File: src/rtl/rep_pkg.sv
// Shared types for the line repeater.
// Assumes: nothing beyond the IEEE 1800-2017 type system.
package rep_pkg;

    // Phase of one lane's transfer.
    typedef enum logic [1:0] {
        PH_IDLE  = 2'd0,
        PH_WAIT  = 2'd1,
        PH_HOLD  = 2'd2,
        PH_BOOST = 2'd3
    } phase_t;

    // The side that owns the current transfer.
    typedef enum logic {
        SIDE_HOST = 1'b0,
        SIDE_CARD = 1'b1
    } side_t;

endpackage

File: src/rtl/rep_sync2.sv
// Two-stage synchroniser for a vector of line levels.
// Assumes: lines idle high, so both stages reset to all ones.
module rep_sync2 #(
    parameter int W = 3
) (
    input  logic         clk,
    input  logic         rst_n,
    input  logic [W-1:0] d_i,
    output logic [W-1:0] q_o
);

    logic [W-1:0] meta;

    // Shift the raw levels through two flops.
    always_ff @(posedge clk) begin
        if (!rst_n) begin
            meta <= '1;
            q_o  <= '1;
        end else begin
            meta <= d_i;
            q_o  <= meta;
        end
    end

endmodule

File: src/rtl/rep_lane.sv
// One repeater lane: first-falling-edge arbitration, delayed slave
// pull-down, and a timed active pull-up on release.
// Assumes: inputs are already synchronised; EDGE_CYC >= 3, so that the
// slave's synchronised level is high again before the lane goes idle.
module rep_lane
    import rep_pkg::*;
#(
    parameter int EDGE_CYC = 4
) (
    input  logic clk,
    input  logic rst_n,
    input  logic host_lvl,
    input  logic card_lvl,
    output logic host_pd,
    output logic host_pu,
    output logic card_pd,
    output logic card_pu
);

    localparam int             CW   = $clog2(EDGE_CYC) + 1;
    localparam logic [CW-1:0]  LAST = CW'(EDGE_CYC - 1);

    phase_t        phase_q, phase_d;
    side_t         owner_q, owner_d;
    logic [CW-1:0] cnt_q, cnt_d;
    logic          host_prev, card_prev;
    logic          fall_h, fall_c, m_lvl;

    // Register the previous synchronised levels for edge detection.
    always_ff @(posedge clk) begin
        if (!rst_n) begin
            host_prev <= 1'b1;
            card_prev <= 1'b1;
        end else begin
            host_prev <= host_lvl;
            card_prev <= card_lvl;
        end
    end

    assign fall_h = host_prev & ~host_lvl;
    assign fall_c = card_prev & ~card_lvl;
    assign m_lvl  = (owner_q == SIDE_HOST) ? host_lvl : card_lvl;

    // Next-state logic; edges count only in idle (anti-latch lockout).
    always_comb begin
        phase_d = phase_q;
        owner_d = owner_q;
        cnt_d   = cnt_q;
        unique case (phase_q)
            PH_IDLE: begin
                if (fall_h) begin
                    phase_d = PH_WAIT;
                    owner_d = SIDE_HOST;
                    cnt_d   = '0;
                end else if (fall_c) begin
                    phase_d = PH_WAIT;
                    owner_d = SIDE_CARD;
                    cnt_d   = '0;
                end
            end
            PH_WAIT: begin
                if (m_lvl) begin
                    phase_d = PH_IDLE;
                end else if (cnt_q == LAST) begin
                    phase_d = PH_HOLD;
                end else begin
                    cnt_d = cnt_q + 1'b1;
                end
            end
            PH_HOLD: begin
                if (m_lvl) begin
                    phase_d = PH_BOOST;
                    cnt_d   = '0;
                end
            end
            PH_BOOST: begin
                if (cnt_q == LAST) begin
                    phase_d = PH_IDLE;
                end else begin
                    cnt_d = cnt_q + 1'b1;
                end
            end
            default: phase_d = PH_IDLE;
        endcase
    end

    // Hold the phase, owner and delay counter.
    always_ff @(posedge clk) begin
        if (!rst_n) begin
            phase_q <= PH_IDLE;
            owner_q <= SIDE_HOST;
            cnt_q   <= '0;
        end else begin
            phase_q <= phase_d;
            owner_q <= owner_d;
            cnt_q   <= cnt_d;
        end
    end

    // Decode the enables for the slave side only.
    always_comb begin
        host_pd = (phase_q == PH_HOLD)  && (owner_q == SIDE_CARD);
        host_pu = (phase_q == PH_BOOST) && (owner_q == SIDE_CARD);
        card_pd = (phase_q == PH_HOLD)  && (owner_q == SIDE_HOST);
        card_pu = (phase_q == PH_BOOST) && (owner_q == SIDE_HOST);
    end

    AST_PD_PU_EXCL: assert property (@(posedge clk) disable iff (!rst_n)
        !(host_pd && host_pu) && !(card_pd && card_pu));
    AST_ONE_SIDE: assert property (@(posedge clk) disable iff (!rst_n)
        !((host_pd || host_pu) && (card_pd || card_pu)));
    AST_CARD_PD_START: assert property (@(posedge clk) disable iff (!rst_n)
        $rose(card_pd) |-> !$past(host_lvl));
    AST_HOST_PD_START: assert property (@(posedge clk) disable iff (!rst_n)
        $rose(host_pd) |-> !$past(card_lvl));
    AST_CARD_RELEASE: assert property (@(posedge clk) disable iff (!rst_n)
        card_pd && host_lvl |=> !card_pd && card_pu);
    AST_HOST_RELEASE: assert property (@(posedge clk) disable iff (!rst_n)
        host_pd && card_lvl |=> !host_pd && host_pu);

endmodule

File: src/rtl/od_repeater_bank.sv
// Bank of identical line-repeater lanes with input synchronisers.
// Assumes: line inputs are asynchronous and idle high.
module od_repeater_bank #(
    parameter int LANES    = 3,
    parameter int EDGE_CYC = 10
) (
    input  logic             clk,
    input  logic             rst_n,
    input  logic [LANES-1:0] host_line_i,
    input  logic [LANES-1:0] card_line_i,
    output logic [LANES-1:0] host_pd_o,
    output logic [LANES-1:0] host_pu_o,
    output logic [LANES-1:0] card_pd_o,
    output logic [LANES-1:0] card_pu_o
);

    logic [LANES-1:0] host_s, card_s;

    rep_sync2 #(.W(LANES)) i_host_sync (
        .clk(clk), .rst_n(rst_n), .d_i(host_line_i), .q_o(host_s)
    );

    rep_sync2 #(.W(LANES)) i_card_sync (
        .clk(clk), .rst_n(rst_n), .d_i(card_line_i), .q_o(card_s)
    );

    // One independent lane per line pair.
    for (genvar g = 0; g < LANES; g++) begin : g_lane
        rep_lane #(.EDGE_CYC(EDGE_CYC)) i_lane (
            .clk      (clk),
            .rst_n    (rst_n),
            .host_lvl (host_s[g]),
            .card_lvl (card_s[g]),
            .host_pd  (host_pd_o[g]),
            .host_pu  (host_pu_o[g]),
            .card_pd  (card_pd_o[g]),
            .card_pu  (card_pu_o[g])
        );
    end

endmodule

File: config.mk
export PLATFORM = sky130hd
export DESIGN_NAME = od_repeater_bank
export DESIGN_NICKNAME = d
export VERILOG_FILES = /design/src/rtl/rep_pkg.sv /design/src/rtl/rep_sync2.sv /design/src/rtl/rep_lane.sv /design/src/rtl/od_repeater_bank.sv
export SDC_FILE = /design/constraint.sdc
export NUM_CORES = 1
export LEC_CHECK = 0
export BUFFER_PORTS_ARGS = -buffer_cell sky130_fd_sc_hd__buf_2
export CAP_MARGIN = 20
export CORE_ASPECT_RATIO = 1.75
export CORE_MARGIN = 1.5
export CORE_UTILIZATION = 58
export CTS_CLUSTER_DIAMETER = 60
export DETAILED_ROUTE_END_ITERATION = 10
export PLACE_DENSITY = 0.82
export SLEW_MARGIN = 20
export SYNTH_ARGS = -nofsm -noshare
export SYNTH_HDL_FRONTEND = slang
export SYNTH_HIERARCHICAL = 1
export SYNTH_SLANG_ARGS = --single-unit
File: constraint.sdc
create_clock -name clk -period 2 [get_ports clk]
set_input_delay 0.3 -clock clk [delete_from_list [all_inputs] [get_ports clk]]
set_output_delay 0.3 -clock clk [all_outputs]
set_load 0.05 [all_outputs]
## Word-level counts from Yosys, hierarchy flattened

Cells that the tools add are included.

| cells by class | value |
|---|---|
| $add $sub $neg | 3 |
| equal/unequal tests | 27 |
| multiplexer cells | 48 |
| bitwise logic cells | 15 |
| reduce and logical (&&, ||, !) cells | 27 |

Operators by type and width:

| kind | count |
|---|---|
| $mux W5 | 15 |
| $pmux W5 S4 | 3 |
| $mux W2 | 18 |
| $pmux W2 S4 | 3 |
| $ne A3 B1 Y1 const B | 6 |
| $add A5 B1 Y5 const B | 3 |
| $eq A5 B4 Y1 const B | 3 |
| $eq A2 B2 Y1 const B | 6 |
| $logic_and A1 B1 Y1 | 12 |
| $ne A2 B1 Y1 const B | 6 |
| $reduce_and A4 Y1 | 3 |
| $mux W1 | 9 |
| $not A1 Y1 | 9 |
| $reduce_and A3 Y1 | 3 |
| $and A1 B1 Y1 | 6 |
| $eq A2 B1 Y1 const B | 3 |
| $logic_not A2 Y1 | 3 |
| $ne A2 B2 Y1 const B | 3 |
| $reduce_and A2 Y1 | 3 |
| $reduce_bool A2 Y1 | 3 |

| storage, ports and cells | value |
|---|---|
| bits in registers | 42 |
| bits of input ports | 8 |
| output and inout port bits | 12 |
| word-level logic and storage cells | 139 |

## Logic depth before layout (Yosys ltp)

| logic depth | value |
|---|---|
| word-level depth | 5 |
| mapped depth | 6 |
| gate-level depth less buffers | 6 |

## Hierarchy

The synthesis kept the hierarchy.

Modules (own cells, without submodules):

| module | times used | cells an instance | area each (µm²) | sequential area each (µm²) |
|---|---|---|---|---|
| rep_lane | 3 | 65 | 600.6 | 200.2 |
| rep_sync2 | 2 | 12 | 157.7 | 120.1 |

## Worst setup path before layout

Ideal clock, no wire load.

| path | value |
|---|---|
| kind | register to output |
| from | register (tool-made name) |
| to | output card_pd_o[0] |
| arrival | 1175 ps |
| data required time | 1700 ps |
| setup slack | 525 ps |
| cell stages (with the launch flop) | 4 |
| buffers on the path | 1 |
| path through | dfxtp_1 > buf_4 > nand2b_1 > nor2_1 |

RTL lines:

| element | line | RTL |
|---|---|---|
| end: declaration | od_repeater_bank.sv:13 | `output logic [LANES-1:0] card_pd_o,` |

==> impl_results.html <==
<table>
<tr><th>Metric</th><th>Value</th></tr>
<tr><th colspan="2">Global route</th></tr>
<tr><td>Layer with the highest usage after global routing</td><td>met2</td></tr>
<tr><td>First-pass GRT wire length</td><td>6570 µm</td></tr>
<tr><td>Aggregate global-route resource usage</td><td>20.3%</td></tr>
<tr><td>Met3 capacity usage during global routing</td><td>4.68%</td></tr>
<tr><td>Number of global-route vias before repair</td><td>1544</td></tr>
<tr><td>Met2 demand-to-capacity share in global routing</td><td>35.5%</td></tr>
<tr><td>Maximum number of pins on one net before global-route repair</td><td>27</td></tr>
<tr><td>Global route overflow</td><td>0</td></tr>
<tr><td>Number of antenna violations at the first check in global routing</td><td>0</td></tr>
<tr><td>M1 GR Usage</td><td>22.7%</td></tr>
<tr><th colspan="2">Place</th></tr>
<tr><td>Hpwl dp</td><td>2800 µm</td></tr>
<tr><td>Cell count after placement</td><td>278</td></tr>
<tr><td>Final weighted congestion in routability-driven placement</td><td>0.862</td></tr>
<tr><td>IO buf count</td><td>19</td></tr>
<tr><th colspan="2">Synth</th></tr>
<tr><td>Fraction of the mapped netlist area in adder cells</td><td>3.55%</td></tr>
<tr><td>Compound-Gate Fraction of Synth Area</td><td>12.1%</td></tr>
<tr><td>Post-synthesis cell count</td><td>219</td></tr>
<tr><td>Syn nets</td><td>233</td></tr>
<tr><td>Flip-flop and latch count after synthesis</td><td>42</td></tr>
<tr><td>Mapped Avg Cell Area</td><td>9.67 µm²</td></tr>
<tr><td>Synthesized cell area</td><td>0.00212 mm²</td></tr>
<tr><td>Portion of netlist area occupied by mux cells</td><td>11.2%</td></tr>
<tr><td>Share of synthesized cell area in and, or, nand and nor gates</td><td>27.7%</td></tr>
<tr><td>Warnings, synthesis</td><td>6</td></tr>
<tr><td>Count of unique library cells instantiated by Yosys</td><td>27</td></tr>
<tr><td>Xor-xnor portion of the synthesized cell area</td><td>0%</td></tr>
<tr><td>Main combinational cell family by area after synthesis</td><td>simple AND/OR/NAND/NOR gates</td></tr>
<tr><td>Sequential-to-total area share from yosys stat</td><td>39.7%</td></tr>
<tr><th colspan="2">Pwr</th></tr>
<tr><td>Portion of total power attributed to sequential cells</td><td>55.5%</td></tr>
<tr><td>Net Sw Frac</td><td>26.5%</td></tr>
<tr><td>Gate power share</td><td>9.6%</td></tr>
<tr><td>Internal Power</td><td>0.00118 W</td></tr>
<tr><td>Power per unit of standard cell area</td><td>695 mW/mm²</td></tr>
<tr><td>Part of the power in the clock network</td><td>34.9%</td></tr>
<tr><td>Maximum vdd ir drop</td><td>0.000590 V</td></tr>
<tr><td>Reported net switching power</td><td>0.000426 W</td></tr>
<tr><td>Final Total Pwr</td><td>0.00161 W</td></tr>
<tr><td>Leakage</td><td>0.850 nW</td></tr>
<tr><th colspan="2">STA</th></tr>
<tr><td>Total of endpoints with negative setup slack in the final report</td><td>0</td></tr>
<tr><td>Unrepaired setup endpoints after global routing</td><td>no</td></tr>
<tr><td>Post-route clock skew</td><td>2.11 ps</td></tr>
<tr><td>Pins over their slew limit</td><td>0</td></tr>
<tr><td>Worst-case headroom to the max-slew limit</td><td>69.1%</td></tr>
<tr><td>Period utilisation layout</td><td>82.7%</td></tr>
<tr><td>Fin. Hold Viols</td><td>0</td></tr>
<tr><td>Slew at the pin closest to its max-slew limit</td><td>464 ps</td></tr>
<tr><td>Achievable clock frequency</td><td>0.605 GHz</td></tr>
<tr><td>Setup TNS</td><td>0 ps</td></tr>
<tr><td>Minimum clock period</td><td>1650 ps</td></tr>
<tr><th colspan="2">Min path</th></tr>
<tr><td>Min-delay worst type</td><td>in -&gt; reg</td></tr>
<tr><th colspan="2">Finish</th></tr>
<tr><td>Fill cells</td><td>326</td></tr>
<tr><td>Fraction of final layout cells with drive strength greater than 1</td><td>20.3%</td></tr>
<tr><td>Sequential cell area</td><td>841 µm²</td></tr>
<tr><td>Diodes inserted</td><td>0</td></tr>
<tr><td>Final #Nets</td><td>254</td></tr>
<tr><td>Area growth from synthesis to layout</td><td>9.22%</td></tr>
<tr><td>Multi-input gate area in the final layout</td><td>0.00115 mm²</td></tr>
<tr><td>Number of standard cells in the layout, taps in and fillers out</td><td>286</td></tr>
<tr><th colspan="2">Floorplanning</th></tr>
<tr><td>Die H</td><td>82.9 µm</td></tr>
<tr><td>Core Box Area</td><td>0.00343 mm²</td></tr>
<tr><td>Area of the die</td><td>0.00404 mm²</td></tr>
<tr><td>Starting utilization of the core area</td><td>61.7%</td></tr>
<tr><td>Die W</td><td>48.7 µm</td></tr>
<tr><td>Number of standard-cell rows in the floorplan</td><td>28</td></tr>
<tr><td>I/O pin total</td><td>20</td></tr>
<tr><th colspan="2">Critical path</th></tr>
<tr><td>Req. time, crit path</td><td>1700 ps</td></tr>
<tr><td>Largest incremental delay on the critical path</td><td>500 ps</td></tr>
<tr><td>Worst EP arrival</td><td>1350 ps</td></tr>
<tr><td>Critical path's slowest cell</td><td>dfxtp_1</td></tr>
<tr><td>Sum of buffers and inverters on the critical path</td><td>1</td></tr>
<tr><td>Type of destination of the critical path</td><td>primary output</td></tr>
<tr><td>Worst Setup Path Type</td><td>reg -&gt; out</td></tr>
<tr><td>Peak fanout along the critical path</td><td>10</td></tr>
<tr><td>Crit path cell chain</td><td>nand2b_1 &gt; nor2_1 &gt; buf_2</td></tr>
<tr><td>CP top delay family</td><td>flip-flops</td></tr>
<tr><td>Critical path startpoint category</td><td>register</td></tr>
<tr><th colspan="2">Clock network</th></tr>
<tr><td>Buffer type at the clock tree root</td><td>clkbuf_8</td></tr>
<tr><td>Hold buffer count at cts</td><td>0</td></tr>
<tr><td>Post-CTS Resized</td><td>0</td></tr>
<tr><td>CTS tree</td><td>done</td></tr>
<tr><td>Reg clk slew, reported paths</td><td>80 ps</td></tr>
<tr><td>Clock Sink Count</td><td>42</td></tr>
<tr><td>Skew-Pair Late Insertion Delay</td><td>300 ps</td></tr>
<tr><td>H-tree levels</td><td>2</td></tr>
<tr><td>Number of buffers created by CTS</td><td>5</td></tr>
<tr><td>Maximum buffer depth of the clock tree</td><td>2</td></tr>
<tr><td>Post-CTS setup buffer count</td><td>0</td></tr>
<tr><th colspan="2">Drt</th></tr>
<tr><td>Routed wire length</td><td>3810 µm</td></tr>
<tr><td>Final ANT Viol Nets</td><td>0</td></tr>
<tr><td>Total vias in the final route</td><td>1649</td></tr>
<tr><td>First drt pass iteration count</td><td>5</td></tr>
<tr><td>DRC violation count after routing</td><td>0</td></tr>
<tr><td>Post-DR vias/cell</td><td>5.77</td></tr>
<tr><td>Detailed router's first-iteration violation count</td><td>36</td></tr>
<tr><td>Post-DR wirelength/cell</td><td>13.3 µm</td></tr>
<tr><th colspan="2">Job</th></tr>
<tr><td>Max-cap violations</td><td>0</td></tr>
<tr><th colspan="2">Run status</th></tr>
<tr><td>Outcome</td><td>finished clean</td></tr>
</table>
==> area by class of cell <==
class | count | share of cell area [%]
clock buffers | 5 | 2.98
clock inverters | 3 | 1.03
inverters | 18 | 2.92
multi-input cells | 153 | 49.8
flip-flops and latches | 42 | 36.4
well taps | 45 | 2.44
repair buffers | 20 | 4.44
==> flip-flops by register name, summed over array words and instances (netlist names), named ones only <==
register / cells
g_lane.i_lane/owner_q: 3
i_card_sync/meta: 3
g_lane.i_lane/host_prev: 3
i_card_sync/q_o: 3
g_lane.i_lane/phase_q: 3
g_lane.i_lane/cnt_q: 15
i_host_sync/q_o: 3
i_host_sync/meta: 3
g_lane.i_lane/card_prev: 3
==> kinds of logic (layout without fill, tap and decap cells) <==
family | count (synthesis) | in the layout
muxes | 21 | 21
and+or+nand+nor | 96 | 96
adders and majority gates | 6 | 6
DFF | 42 | 42
AOI/OAI and AO/OA | 30 | 30
buffers and inverters | 24 | 46
==> placed cells by master, fill, tap and decap left out <==
cell type	Yosys	routed
nor3_1	6	6
clkinvlp_4	0	2
or2_1	3	3
buf_2	0	19
mux2i_1	15	15
buf_4	3	1
inv_6	0	1
nand4bb_1	3	3
nor2b_1	3	3
or4_1	6	6
o21ai_0	6	6
nand3_1	9	9
a21oi_1	6	6
a211oi_1	6	6
and3_1	3	3
o21ai_2	3	3
o32ai_2	6	6
and3_2	3	3
inv_1	18	18
nand4b_1	6	6
a221oi_1	3	3
nand2b_1	21	21
nand4_1	12	12
and2b_2	3	3
ha_1	6	6
nor2_1	18	18
clkbuf_8	0	5
mux2_4	3	3
dfxtp_1	42	42
mux2i_2	3	3
==> routing by layer <==
metal / part of all wire, % / up-vias
li1: - / 838
met1: 43 / 776
met2: 53 / 29
met3: 2.9 / 6
met4: 1.8 / 0
met5: 0 / -
==> power by group through the flow <==
stage                     clock network, W  registers [W]  logic [W]
after floorplan                          0       0.000904   0.000125
after global placement                   0       0.000910   0.000151
after detailed placement                 0       0.000911   0.000154
after CTS                         0.000582       0.000891   0.000155
after global routing              0.000609       0.000897   0.000173
final                             0.000561       0.000891   0.000154
==> Yosys cell counts <==
master	instances	area [µm²]
a211oi_1	6	45.0
a21oi_1	6	30.0
a221oi_1	3	26.3
and2b_2	3	26.3
and3_1	3	18.8
and3_2	3	22.5
buf_4	3	22.5
buf_6	3	33.8
dfxtp_1	42	841
ha_1	6	75.1
inv_1	18	67.6
mux2_4	3	45.0
mux2i_1	15	150
mux2i_2	3	41.3
nand2b_1	21	131
nand3_1	9	45.0
nand4_1	12	75.1
nand4b_1	6	52.6
nand4bb_1	3	33.8
nor2_1	18	67.6
nor2b_1	3	18.8
nor3_1	6	30.0
o21ai_0	6	30.0
o21ai_2	3	26.3
o32ai_2	6	97.6
or2_1	3	18.8
or4_1	6	45.0
==> per-stage QoR <==
stage                     setup WS (ps)  util (%)  hold slack [ps]  instance area, µm²
after floorplan                     525         -              373                2120
after global placement              422      64.7              390                2220
after detailed placement            406      64.7              394                2220
after CTS                           327      67.3              168                2310
after global routing                236      67.3              163                2310
final                               346      67.3              177                2310
==> path summary, 6_finish.rpt <==
check	start	end	slack, ps	cells past startpoint
min	card_line_i[0]	i_card_sync/meta[0]	180	2
max	register	card_pd_o[2]	350	3
max reg2reg	g_lane[0].i_lane/owner_q	g_lane[0].i_lane/cnt_q[1]	370	4
min reg2reg	i_host_sync/meta[2]	i_host_sync/q_o[2]	410	1
No activity file was read; power rests on OpenSTA's default activity.
